File: config.mk
export PLATFORM = sky130hd
export DESIGN_NAME = alc_recovery
export DESIGN_NICKNAME = d
export VERILOG_FILES = /design/src/rtl/alc_rec_pkg.sv /design/src/rtl/alc_level_det.sv /design/src/rtl/alc_step_timer.sv /design/src/rtl/alc_recovery.sv
export SDC_FILE = /design/constraint.sdc
export NUM_CORES = 1
export LEC_CHECK = 0
export ABC_CLOCK_PERIOD_IN_PS = 4800
export BUFFER_PORTS_ARGS = -buffer_cell sky130_fd_sc_hd__buf_4
export CORE_UTILIZATION = 38
export DETAILED_ROUTE_END_ITERATION = 10
export PLACE_DENSITY = 0.7
export REMOVE_ABC_BUFFERS = 1
export SETUP_SLACK_MARGIN = 0.2
export SLEW_MARGIN = 20
export SYNTH_ARGS = -nofsm -noshare
export SYNTH_HDL_FRONTEND = slang
export SYNTH_SLANG_ARGS = --single-unit
File: constraint.sdc
create_clock -name clk_i -period 4.8 [get_ports clk_i]
set_input_delay 0 -clock clk_i [delete_from_list [all_inputs] [get_ports clk_i]]
set_output_delay 0 -clock clk_i [all_outputs]
set_load 0.01 [all_outputs]
File: src/rtl/alc_rec_pkg.sv
package alc_rec_pkg;

  typedef enum logic [1:0] {
    LEN_X1 = 2'd0,
    LEN_X2 = 2'd1,
    LEN_X4 = 2'd2,
    LEN_X8 = 2'd3
  } len_sel_e;

  typedef struct packed {
    logic valid;
    logic over_reset;
    logic below_limit;
  } lvl_evt_t;

endpackage

File: src/rtl/alc_level_det.sv
module alc_level_det
  import alc_rec_pkg::*;
#(
  parameter int unsigned SAMPLE_W = 16
) (
  input  logic signed [SAMPLE_W-1:0] sample_i,
  input  logic                       valid_i,
  input  logic        [SAMPLE_W-1:0] limit_thr_i,
  input  logic        [SAMPLE_W-1:0] reset_thr_i,
  output lvl_evt_t                   evt_o
);

  logic [SAMPLE_W-1:0] mag;

  // most negative code maps to 2^(W-1) as unsigned
  always_comb begin
    if (sample_i[SAMPLE_W-1]) mag = ~sample_i + SAMPLE_W'(1);
    else                      mag = sample_i;
  end

  always_comb begin
    evt_o.valid       = valid_i;
    evt_o.over_reset  = valid_i && (mag > reset_thr_i);
    evt_o.below_limit = valid_i && (mag < limit_thr_i);
  end

  // magnitude never wraps to a small value for a negative input
  always_comb begin
    a_r2_mag_sign : assert (!(sample_i[SAMPLE_W-1]) || mag != '0)
      else $error("a_r2_mag_sign");
  end

endmodule

File: src/rtl/alc_step_timer.sv
module alc_step_timer
  import alc_rec_pkg::*;
#(
  parameter int unsigned BASE_LEN = 128
) (
  input  logic     clk_i,
  input  logic     rst_ni,
  input  logic     count_en_i,
  input  logic     clear_i,
  input  logic     zc_i,
  input  len_sel_e wait_sel_i,
  input  len_sel_e zto_sel_i,
  output logic     step_o
);

  localparam int unsigned MAX_LEN = BASE_LEN * 8;
  localparam int unsigned CNT_W   = $clog2(MAX_LEN) + 1;

  logic [CNT_W-1:0] cnt_q, cnt_nxt, wait_len, zto_len;

  always_comb begin
    wait_len = CNT_W'(BASE_LEN) << wait_sel_i;
    zto_len  = CNT_W'(BASE_LEN) << zto_sel_i;
    cnt_nxt  = cnt_q + CNT_W'(1);
    step_o   = count_en_i && (cnt_nxt >= wait_len) && (zc_i || cnt_nxt >= zto_len);
  end

  always_ff @(posedge clk_i or negedge rst_ni) begin
    if (!rst_ni)                  cnt_q <= '0;
    else if (clear_i || step_o)   cnt_q <= '0;
    else if (count_en_i)          cnt_q <= cnt_nxt;
  end

  // count never passes the longest selectable length
  a_r6_cnt_bound : assert property (@(posedge clk_i) disable iff (!rst_ni)
    cnt_q < CNT_W'(MAX_LEN))
    else $error("a_r6_cnt_bound");

  // idle cycles hold the count
  a_r10_cnt_hold : assert property (@(posedge clk_i) disable iff (!rst_ni)
    (!count_en_i && !clear_i) |=> $stable(cnt_q))
    else $error("a_r10_cnt_hold");

endmodule

File: src/rtl/alc_recovery.sv
module alc_recovery
  import alc_rec_pkg::*;
#(
  parameter int unsigned SAMPLE_W = 16,
  parameter int unsigned GAIN_W   = 7,
  parameter int unsigned BASE_LEN = 128
) (
  input  logic                       clk_i,
  input  logic                       rst_ni,
  input  logic signed [SAMPLE_W-1:0] sample_i,
  input  logic                       sample_valid_i,
  input  logic                       zero_cross_i,
  input  logic        [GAIN_W-1:0]   gain_i,
  input  logic        [SAMPLE_W-1:0] limit_thr_i,
  input  logic        [SAMPLE_W-1:0] reset_thr_i,
  input  logic        [GAIN_W-1:0]   ref_gain_i,
  input  logic        [1:0]          wait_sel_i,
  input  logic        [1:0]          zto_sel_i,
  output logic                       inc_o,
  output logic        [GAIN_W-1:0]   gain_o
);

  lvl_evt_t evt;
  logic     armed_q;
  logic     below_ref, count_en, clear, step;

  alc_level_det #(.SAMPLE_W(SAMPLE_W)) u_level (
    .sample_i    (sample_i),
    .valid_i     (sample_valid_i),
    .limit_thr_i (limit_thr_i),
    .reset_thr_i (reset_thr_i),
    .evt_o       (evt)
  );

  always_comb begin
    below_ref = gain_i < ref_gain_i;
    count_en  = evt.valid && !evt.over_reset && armed_q && below_ref;
    clear     = evt.valid && !count_en;
  end

  alc_step_timer #(.BASE_LEN(BASE_LEN)) u_timer (
    .clk_i      (clk_i),
    .rst_ni     (rst_ni),
    .count_en_i (count_en),
    .clear_i    (clear),
    .zc_i       (zero_cross_i),
    .wait_sel_i (len_sel_e'(wait_sel_i)),
    .zto_sel_i  (len_sel_e'(zto_sel_i)),
    .step_o     (step)
  );

  always_ff @(posedge clk_i or negedge rst_ni) begin
    if (!rst_ni)               armed_q <= 1'b0;
    else if (evt.over_reset)   armed_q <= 1'b0;
    else if (evt.below_limit)  armed_q <= 1'b1;
  end

  always_ff @(posedge clk_i or negedge rst_ni) begin
    if (!rst_ni) begin
      inc_o  <= 1'b0;
      gain_o <= '0;
    end else begin
      inc_o  <= step;
      gain_o <= step ? gain_i + GAIN_W'(1) : gain_i;
    end
  end

  // a step only comes from an armed engine
  a_r4_step_armed : assert property (@(posedge clk_i) disable iff (!rst_ni)
    step |-> armed_q)
    else $error("a_r4_step_armed");

  // a loud sample never yields a step
  a_r3_loud_no_step : assert property (@(posedge clk_i) disable iff (!rst_ni)
    (sample_valid_i && evt.over_reset) |=> !inc_o)
    else $error("a_r3_loud_no_step");

  // increment is exactly one code
  a_r8_plus_one : assert property (@(posedge clk_i) disable iff (!rst_ni)
    inc_o |-> gain_o == $past(gain_i) + GAIN_W'(1))
    else $error("a_r8_plus_one");

  // never beyond reference
  a_r9_ceiling : assert property (@(posedge clk_i) disable iff (!rst_ni)
    inc_o |-> gain_o <= $past(ref_gain_i))
    else $error("a_r9_ceiling");

  // no strobe, no step
  a_r10_no_valid : assert property (@(posedge clk_i) disable iff (!rst_ni)
    !sample_valid_i |=> !inc_o)
    else $error("a_r10_no_valid");

endmodule

==> metrics.txt <==
met1 Resource Use GR 0.236; overflow left after global routing 0; Antenna diodes 0; number of nets still failing antenna checks after routing 0; required time at the endpoint of the critical path 4.94 ns; die area 6780 µm²; slew margin rel. 0.564; buffer type at the clock tree root sky130_fd_sc_hd__clkbuf_8; Avg WL per Cell 12.5 µm; Worst Hold Path Cells 2; overall fraction of global-route tracks in use 0.180; # resized after CTS 0; Most Used Layer, Global Route met2; die extent in x 82.4 µm; vertical die dimension 82.4 µm; pin count of the biggest net entering global routing 21; dominant cell type by count on the critical path sky130_fd_sc_hd__ha_1; critical path, cell by cell ha_1 > inv_1 > nor4_1 > nand3_1 > xnor2_1 > ha_1 > o21a_1 > o2bb2ai_1 > a211oi_2 > nand2_1 > nor2_1 > nand2_2 > mux2_4; dpl ws 1.44 ns; final WL 5720 µm; clock latency of the later-clocked register in the worst-skew pair 0.26 ns; Residual DRC 0; H-Tree Depth 1; number of setup violations in the final report 0; worst-case reg-to-reg path depth 13; worst hold-check path type in -> reg; GR Util met2 0.311; reported leakage power 0.00164 µW; longest individual stage delay on the worst path 0.58 ns; Synth Cell Area 2450 µm²; total number of nets in the final design 503; YS warnings 0; fraction of registers with async set or reset after synthesis 1.00; Worst Path Class, Setup reg -> reg; Core Util, Final 0.532; leading cell type in the layout, fill and taps excluded sky130_fd_sc_hd__buf_4; endpoint arrival time on the critical path 3.53 ns; worst voltage drop across the vdd grid 0.0000994 V; element type at the critical path start flip-flop; clock sinks 20; number of hold violations in the final report 0; iteration-0 DRC count of the detailed router 136; max-slew violation total from the final report 0; number of buffers on the longest clock path 2; per-instance average area after synthesis 8.21 µm²; unique cell type count in the Yosys netlist 45; maximum capacitance violations 0; share of post-route cells with drive strength above 1 0.235; HPWL Detailed 4830 µm; Slowest-stage cell, CP sky130_fd_sc_hd__nor4_1; global-route met3 utilization 0.0297; capturing element type of the critical path flip-flop; CTS tree done; fmax 295 MHz; minimum clock period after layout 3.39 ns; CP top delay family simple AND/OR/NAND/NOR gates; placement row count 28; CORE AREA 6060 µm²; post-route fraction of the period consumed by the critical path 0.705; source of the worst hold timing path gain_i[1]; TritonCTS buffer count 3; number of iterations in the first detailed-routing pass 4; Post-Route Skew 0.00426 ns; number of antenna violations at the first check in global routing 0; slack of the critical path 1.41 ns; via count of the first global-routing pass 2209; worst path bufs/invs 1; sequential element share of the synthesized area 0.204; most frequent cells in the layout sky130_fd_sc_hd__buf_4 (77), sky130_fd_sc_hd__inv_1 (49), sky130_fd_sc_hd__ha_1 (48), sky130_fd_sc_hd__xnor2_1 (22), sky130_fd_sc_hd__nand2_1 (21); critical register-to-register path startpoint u_timer.cnt_q[0]; endpoint of the worst register-to-register path gain_o[1]; vias per inst 5.08; most instantiated flip-flop cell in the synthesis netlist sky130_fd_sc_hd__dfrtp_1; setup repair after global routing missed its margin false; synth-to-layout area growth 31.3%; Top-Level Pins 78; top fanout value on the critical path 6; Via Count 2327; clock-pin slew of the registers on the worst-case setup and hold paths 0.08 ns; number of synthesized register bits 20; routability cong. 0.846; first-pass GRT wire length 9580 µm; Mapped Cells 299; Cell Pwr Density 164 nW/µm²; status finished, final reports clean; quantity of I/O buffers inserted on ports 77; Total Neg Setup Slack 0 ns; Hold Path Sink gain_o[1]; setup slack, reg-to-reg 1.41 ns; measured slew at the worst slew-check pin 0.648 ns; count of flip-flops with a built-in enable after synthesis 0; starting density of the core 0.405
Yosys cell counts, types with 4 or more instances:
cell / n / area share
sky130_fd_sc_hd__inv_1: 49 / 0.075
sky130_fd_sc_hd__ha_1: 48 / 0.24
sky130_fd_sc_hd__xnor2_1: 22 / 0.079
sky130_fd_sc_hd__nand2_1: 21 / 0.032
sky130_fd_sc_hd__dfrtp_1: 20 / 0.20
sky130_fd_sc_hd__nand3_1: 17 / 0.035
sky130_fd_sc_hd__a21oi_1: 15 / 0.031
sky130_fd_sc_hd__nand2b_1: 12 / 0.031
sky130_fd_sc_hd__o21ai_0: 9 / 0.018
sky130_fd_sc_hd__nand4_1: 8 / 0.020
sky130_fd_sc_hd__nor3_1: 8 / 0.016
sky130_fd_sc_hd__a21o_1: 7 / 0.021
sky130_fd_sc_hd__nor2_1: 7 / 0.011
sky130_fd_sc_hd__a31oi_1: 5 / 0.013
sky130_fd_sc_hd__o22ai_1: 5 / 0.013
sky130_fd_sc_hd__o2bb2ai_1: 4 / 0.014
cell families (layout without fill, tap and decap cells):
| group | Yosys count | after routing | synth area share |
|---|---|---|---|
| and+or+nand+nor | 89 | 89 | 0.193 |
| buffers and inverters | 53 | 137 | 0.0852 |
| DFF | 20 | 20 | 0.204 |
| muxes | 2 | 2 | 0.0102 |
| adders and majority gates | 48 | 48 | 0.245 |
| xor gates and xnor gates | 24 | 24 | 0.0857 |
| AOI/OAI and AO/OA | 63 | 63 | 0.177 |
metal layers:
| metal | routed length, µm | vias up |
|---|---|---|
| met4 | 37 | 0 |
| li1 | - | 1224 |
| met2 | 2780 | 61 |
| met3 | 201 | 6 |
| met1 | 2710 | 1036 |
| met5 | 0 | - |
power breakdown:
group          total (µW)  internal, µW  switching, µW
clock network         111          55.9           54.9
registers             184           178           6.09
logic                 236           119            117
total                 530           352            178
state kept, by name (all words and copies together), names as in the netlist:
| name | count |
|---|---|
| armed_q | 1 |
| u_timer.cnt_q | 11 |
| inc_o | 1 |
| gain_o | 7 |
area by class of cell:
cell class              count  area (µm²)
clock buffers               3        41.3
flip-flops and latches     20         500
repair buffers             85         658
well taps                  75        93.8
fillers                   561        2840
multi-input cells         226        1740
inverters                  49         184
worst max path at each step:
stage | start | endpoint | slack [ns] | cells past startpoint
CTS | u_timer.cnt_q[0] | gain_o[1] | 1.43 | 13
global placement | u_timer.cnt_q[0] | gain_o[1] | 1.54 | 13
floorplan | u_timer.cnt_q[0] | gain_o[1] | 1.76 | 13
global route | u_timer.cnt_q[0] | u_timer.cnt_q[7] | 1.01 | 12
finish | u_timer.cnt_q[0] | gain_o[1] | 1.41 | 13
detailed placement | u_timer.cnt_q[0] | gain_o[1] | 1.44 | 13
worst register-to-register path, delay by kind of cell, from the launching register on:
| family | cells | cell delay (ns) |
|---|---|---|
| adder cells (fa/ha/maj) | 2 | 0.49 |
| XOR/XNOR | 1 | 0.20 |
| AO/OA/AOI/OAI | 3 | 0.43 |
| flip-flops | 1 | 0.39 |
| buffers and inverters | 1 | 0.08 |
| AND/OR/NAND/NOR | 5 | 1.38 |
| multiplexers | 1 | 0.32 |
metrics by stage:
step                      total power [µW]  hold WS [ns]  instances  instance area [µm²]
after floorplan                        320        -0.296        295                 2430
after global placement                 412        -0.108        447                 3100
after detailed placement               417        -0.107        447                 3100
after CTS                              535        0.0169        458                 3220
after global routing                   575        0.0117        458                 3220
final                                  530        0.0250        458                 3220
timing repair:
action / in CTS / in global routing
hold buffers: 8 / 0
setup buffers: 0 / 0
hold endpoints to repair: 27 / 0
Note: power is estimated with default switching activity, not from simulation.
